<file path="config.mk">
export PLATFORM = sky130hd
export DESIGN_NAME = odbus_arb_monitor
export DESIGN_NICKNAME = d
export VERILOG_FILES = /design/src/rtl/odbus_pkg.sv /design/src/rtl/odbus_sync.sv /design/src/rtl/odbus_arb_detect.sv /design/src/rtl/odbus_arb_monitor.sv
export SDC_FILE = /design/constraint.sdc
export NUM_CORES = 1
export LEC_CHECK = 0
export BUFFER_PORTS_ARGS = -buffer_cell sky130_fd_sc_hd__buf_2
export CORE_AREA = 2 2 39 41
export CTS_CLUSTER_DIAMETER = 200
export CTS_CLUSTER_SIZE = 14
export DETAILED_ROUTE_END_ITERATION = 8
export DIE_AREA = 0 0 41 43
export GPL_TIMING_DRIVEN = 0
export PLACE_DENSITY = 0.6
export SYNTH_ARGS = -nofsm -noshare
export SYNTH_HDL_FRONTEND = slang
export SYNTH_SLANG_ARGS = --single-unit
</file>
<file path="constraint.sdc">
create_clock -name clk -period 1.32 [get_ports clk]
set_input_delay 0.264 -clock clk [delete_from_list [all_inputs] [get_ports clk]]
set_output_delay 0.264 -clock clk [all_outputs]
set_load 0.1 [all_outputs]
</file>
<file path="src/rtl/odbus_pkg.sv">
package odbus_pkg;
    typedef struct packed {
        logic sda_oe;
        logic scl_oe;
        logic lost;
        logic in_addr;
        logic retry;
    } arb_state_t;

    localparam arb_state_t ARB_RESET = '{default: 1'b0};
endpackage

</file>
<file path="src/rtl/odbus_sync.sv">
module odbus_sync #(
    parameter int STAGES = 2,
    parameter int WIDTH  = 2
) (
    input  logic             clk,
    input  logic             rst_n,
    input  logic [WIDTH-1:0] d_i,
    output logic [WIDTH-1:0] q_o
);
    logic [WIDTH-1:0] chain_q [STAGES];

    generate
        for (genvar s = 0; s < STAGES; s++) begin : g_stage
            always_ff @(posedge clk or negedge rst_n) begin
                if (!rst_n) begin
                    chain_q[s] <= '1;
                end else if (s == 0) begin
                    chain_q[s] <= d_i;
                end else begin
                    chain_q[s] <= chain_q[(s == 0) ? 0 : s-1];
                end
            end
        end
    endgenerate

    assign q_o = chain_q[STAGES-1];
endmodule

</file>
<file path="src/rtl/odbus_arb_detect.sv">
module odbus_arb_detect (
    input  logic strobe,
    input  logic scl_level,
    input  logic sda_level,
    input  logic sda_want,
    input  logic already_lost,
    output logic mismatch
);
    logic compare_window;
    logic released_high;

    always_comb begin
        compare_window = strobe & scl_level;
        released_high  = sda_want;
        mismatch       = compare_window & released_high & ~sda_level & ~already_lost;
    end
endmodule

</file>
<file path="src/rtl/odbus_arb_monitor.sv">
module odbus_arb_monitor #(
    parameter int SYNC_STAGES = 2
) (
    input  logic clk,
    input  logic rst_n,
    input  logic sda_want,
    input  logic scl_want,
    input  logic phase_data,
    input  logic strobe,
    input  logic clear,
    input  logic sda_bus,
    input  logic scl_bus,
    output logic sda_drv_o,
    output logic scl_drv_o,
    output logic sda_oe,
    output logic scl_oe,
    output logic arb_lost,
    output logic lost_in_address,
    output logic retry_needed
);
    import odbus_pkg::*;

    localparam int LINES = 2;

    logic [LINES-1:0] bus_sync;
    logic             sda_s;
    logic             scl_s;
    logic             hit;
    arb_state_t       st_d;
    arb_state_t       st_q;

    odbus_sync #(.STAGES(SYNC_STAGES), .WIDTH(LINES)) u_sync (
        .clk   (clk),
        .rst_n (rst_n),
        .d_i   ({scl_bus, sda_bus}),
        .q_o   (bus_sync)
    );

    assign sda_s = bus_sync[0];
    assign scl_s = bus_sync[1];

    odbus_arb_detect u_detect (
        .strobe       (strobe),
        .scl_level    (scl_s),
        .sda_level    (sda_s),
        .sda_want     (sda_want),
        .already_lost (st_q.lost),
        .mismatch     (hit)
    );

    always_comb begin
        st_d = st_q;
        if (hit) begin
            st_d.lost    = 1'b1;
            st_d.in_addr = ~phase_data;
            st_d.retry   = phase_data;
        end else if (clear) begin
            st_d.lost    = 1'b0;
            st_d.in_addr = 1'b0;
            st_d.retry   = 1'b0;
        end
        st_d.sda_oe = ~st_d.lost & ~sda_want;
        st_d.scl_oe = ~st_d.lost & ~scl_want;
    end

    always_ff @(posedge clk or negedge rst_n) begin
        if (!rst_n) st_q <= ARB_RESET;
        else        st_q <= st_d;
    end

    assign sda_drv_o       = 1'b0;
    assign scl_drv_o       = 1'b0;
    assign sda_oe          = st_q.sda_oe;
    assign scl_oe          = st_q.scl_oe;
    assign arb_lost        = st_q.lost;
    assign lost_in_address = st_q.in_addr;
    assign retry_needed    = st_q.retry;
endmodule

</file>
[Word-level counts from Yosys, hierarchy flattened]
Index checks and enable logic that the tools add are counted.
Word-level totals
  output and inout port bits: 7
  logic and storage cells: 22
  bits of input ports: 9
  flip-flop bits (word level): 9
Cells by class
  multiplexer cells: 2
  reduce and logical (&&, ||, !) cells: 1
  bitwise logic cells: 12
Operators with widths (count)
  $and 1x1->1: 6
  $mux 3: 2
  $not 1->1: 6
  $reduce_bool 2->1: 1

[Longest topological paths before layout]
  depth in word-level cells: 7
  depth in mapped cells: 3

[By module]
Synthesis repeated with hierarchy kept, for this count alone.
Unflattened totals
  cells, all modules: 24
  area, all modules: 331.6 um2
Modules (own cells, without submodules)
  odbus_arb_monitor: seq. area each 125.1 um2, cells each 16, area an instance 198.9 um2, instances 1
  odbus_sync: seq. area each 105.1 um2, cells each 6, area an instance 120.1 um2, instances 1
  odbus_arb_detect: seq. area each 0.0 um2, cells each 2, area an instance 12.5 um2, instances 1

[Least setup slack after synthesis]
Ideal clock, no wire load.
  kind: reg-to-reg
  start: register st_q, in the netlist arb_lost
  end: register st_q, in the netlist retry_needed
  path slack: -372 ps
  cell stages (with the launch flop): 4
  path buffers: 0
  clock period less this slack: 1692 ps
  data required time: 1195 ps
  arrival: 1567 ps
  cell sequence: dfrtp_1 nand4b_4 nor2_4 mux2_4
Between the ends
  word-level cells in the longest chain between the ends: 3
  elaborated cells on any way between the ends: 4
  classes of those cells: mux: 1; bitwise: 2; reduce/logical: 1
RTL lines
  start: declaration: RTL line odbus_arb_monitor.sv:30  | arb_state_t st_q;
  start signal: assignment: RTL line odbus_arb_monitor.sv:68  | else st_q <= st_d;
  $not 1->1 *: RTL line odbus_arb_detect.sv:15  | mismatch = compare_window & released_high & ~sda_level & ~already_lost;
  $and 1x1->1 *: RTL line odbus_arb_detect.sv:15
  $mux 3 / $reduce_bool 2->1 (equally long branches)
Mark *: on every way between the ends. The rest lies on a longest branch, timed or not.
A chain may end at the register's enable or synchronous reset.

[Final worst setup path]
  start: register st_q, in the netlist lost_in_address
  end: output lost_in_address
RTL lines
  end: declaration: RTL line odbus_arb_monitor.sv:18  | output logic lost_in_address,
No word-level cell between the ends.

==> reports/metrics.yaml <==
run_status:
  outcome: "complete, no violations"
power:
  powerDensity_mw_per_mm2: 1370
  p_leak_nw: 0.239
  peakVddDrop_mv: 0.561
  power.total_mw: 0.658
route:
  vias_per_cell: 3.65
  routedWlPerCell_um: 9.74
  vias: 208
  drt_iter0_drc: 0
  dr.pass1.iters: 1
  postRouteAntennaNets: 0
  drc_errors: 0
  wl_um: 555
floorplan:
  initial_core_util_pct: 25.0
  coreArea_sq_mm: 0.00138
  die_h_um: 43
  ioPinCount: 16
  dieWidth_um: 41
  dieArea_sq_mm: 0.00176
  num_rows: 14
critical_path:
  cp.arrival_ps: 1030
  worst-path-buf-inv: 1
  critPathSlowestCell: "buf_2"
  critPathCaptureType: "primary output"
  cp_max_fo: 2
  crit_required_ps: 1060
  start_kind: "flip-flop"
  crit_chain: "buf_2"
  worst-setup-path-type: "reg2out"
  slowest_delay_ps: 420
  cpLargestDelayFamily: "buffers and inverters"
grt:
  antenna_found_initial: 0
  grt_pass1_vias: 185
  grt.overflow.total: 0
  grt_pass1_wl_um: 828
  grt_max_degree: 10
  track_usage_pct: 8.35
sta:
  timing.final.ws_setup_ps: 28.1
  fin_skew_ps: 5.25
  hold_viol: 0
  finalCritPeriodShare_pct: 97.9
  fmax_mhz: 774
  maxSlewViolCount: 0
  rsz0062_at_grt: "no"
  fin_crit_ps: 1290
  hold_ws_ps: 99.9
  finalSetupViolations: 0
clock_tree:
  clockBufferDepth: 2
  htreeDepth: 1
  cts-buffers-inserted: 3
  clkTransAtPathRegs_ps: 60
  cts_tree: "yes"
  cts-root-buf: "clkbuf_4"
  cts.sinks: 9
  clk_latency_ps: 260
placement:
  portBuffers: 13
  gp_congestion: 0.629
  dpl.hpwl_um: 415
  pre_cts_ws_ps: 98.8
  place_area_sq_um: 438
synthesis:
  syn_area_sq_um: 345
  yosys_warnings: 0
  yosysUniqueCellTypes: 13
  avgSynthCellArea_sq_um: 15.7
  ys_seq_area_share_pct: 66.7
  synthCells: 22
  ys_ff_latch: 9
layout:
  nets: 51
  drive_gt1_share_pct: 65.9
  final_cell_mix: "buf_2 (11), clkbuf_4 (4), dfrtp_1 (4), dfstp_2 (4), buf_4 (3)"
  fin_area_sq_um: 479
  antenna_cells: 0
  fill_cells: 138
  syn2layout_area_growth_pct: 38.8
  post-route-util_pct: 34.6
  layout_commonest_cell: "buf_2"
job:
  maxCapViolations: 0
min_path:
  min_path_type: "in2reg"
-- flip-flops by register name, summed over array words and instances, names as in the netlist --
signal and flops:
sda_oe 1, arb_lost 1, retry_needed 1, scl_oe 1, u_sync.q_o 2, lost_in_address 1, u_sync.chain_q 2
-- cell usage after synthesis --
master     number  area share [%]
buf_4           2             4.3
conb_1          1             1.1
dfrtp_1         5              36
dfstp_2         4              30
inv_1           1             1.1
mux2_4          1             4.3
mux2i_1         1             2.9
nand2_1         1             1.1
nand4b_4        1             6.9
nor2_1          2             2.2
nor2_4          1             3.3
nor2b_1         1             1.8
o2bb2ai_2       1             4.3
-- cell families after synthesis --
kind of cell    after synthesis  synth area share, %
simple gates                  6                 15.2
flops                         9                 66.7
buf+inv                       3                 5.43
other cells                   1                 1.09
mux                           2                 7.25
compound gates                1                 4.35
-- timing repair --
action                                 CTS  global route
setup endpoints to repair                1             1
resized for setup                        1             1
endpoints found under the hold margin    5             0
buffers inserted                         0             0
pin swaps                                0             0
hold buffers                             1             0
-- area by class of cell --
cell class | count | area (sq um) | area share, %
Buffer | 2 | 15.0 | 3.13
Clock buffer | 4 | 26.3 | 5.48
Inverter | 1 | 3.75 | 0.783
Multi-Input combinational cell | 11 | 100 | 20.9
Sequential cell | 9 | 234 | 48.8
Tap cell | 16 | 20.0 | 4.18
Timing Repair Buffer | 14 | 80.1 | 16.7
-- final timing paths --
| kind | start | endpoint | slack, ps | cells past startpoint |
|---|---|---|---|---|
| max | lost_in_address$_DFFE_PN0P_ | lost_in_address | 30 | 1 |
| min | scl_bus | u_sync.chain_q[3]$_DFF_PN1_ | 100 | 1 |
| max in group asynchronous | rst_n | u_sync.chain_q[2]$_DFF_PN1_ | 700 | 2 |
| max reg2reg | arb_lost$_DFF_PN0_ | retry_needed$_DFFE_PN0P_ | 100 | 3 |
| min in group asynchronous | rst_n | sda_oe$_DFF_PN0_ | 370 | 2 |
| min reg2reg | u_sync.chain_q[2]$_DFF_PN1_ | u_sync.q_o[0]$_DFF_PN1_ | 350 | 0 |
-- per-stage QoR --
| stage | setup TNS [ps] | instances |
|---|---|---|
| 6_report | 0 | 57 |
| 5_1_grt | 0 | 57 |
| 3_5_place_dp | 0 | 52 |
| 4_1_cts | 0 | 57 |
| 3_3_place_gp | 0 | 52 |
| 2_1_floorplan | -61.9 | 23 |
-- where the power goes --
group	internal [mW]	leakage (nW)	total, mW	switching (mW)
registers	0.296	0.105	0.304	0.00728
clock network	0.117	0.0150	0.214	0.0977
logic	0.0312	0.118	0.140	0.108
-- metal layers --
layer,vias to the layer above,GRT usage (%),wire length [um]
li1,103,-,-
met1,89,9.43,256
met2,16,8.44,221
met3,0,7.85,76
met4,0,8.00,0
met5,-,0,0
(Power assumes the default switching activity.)
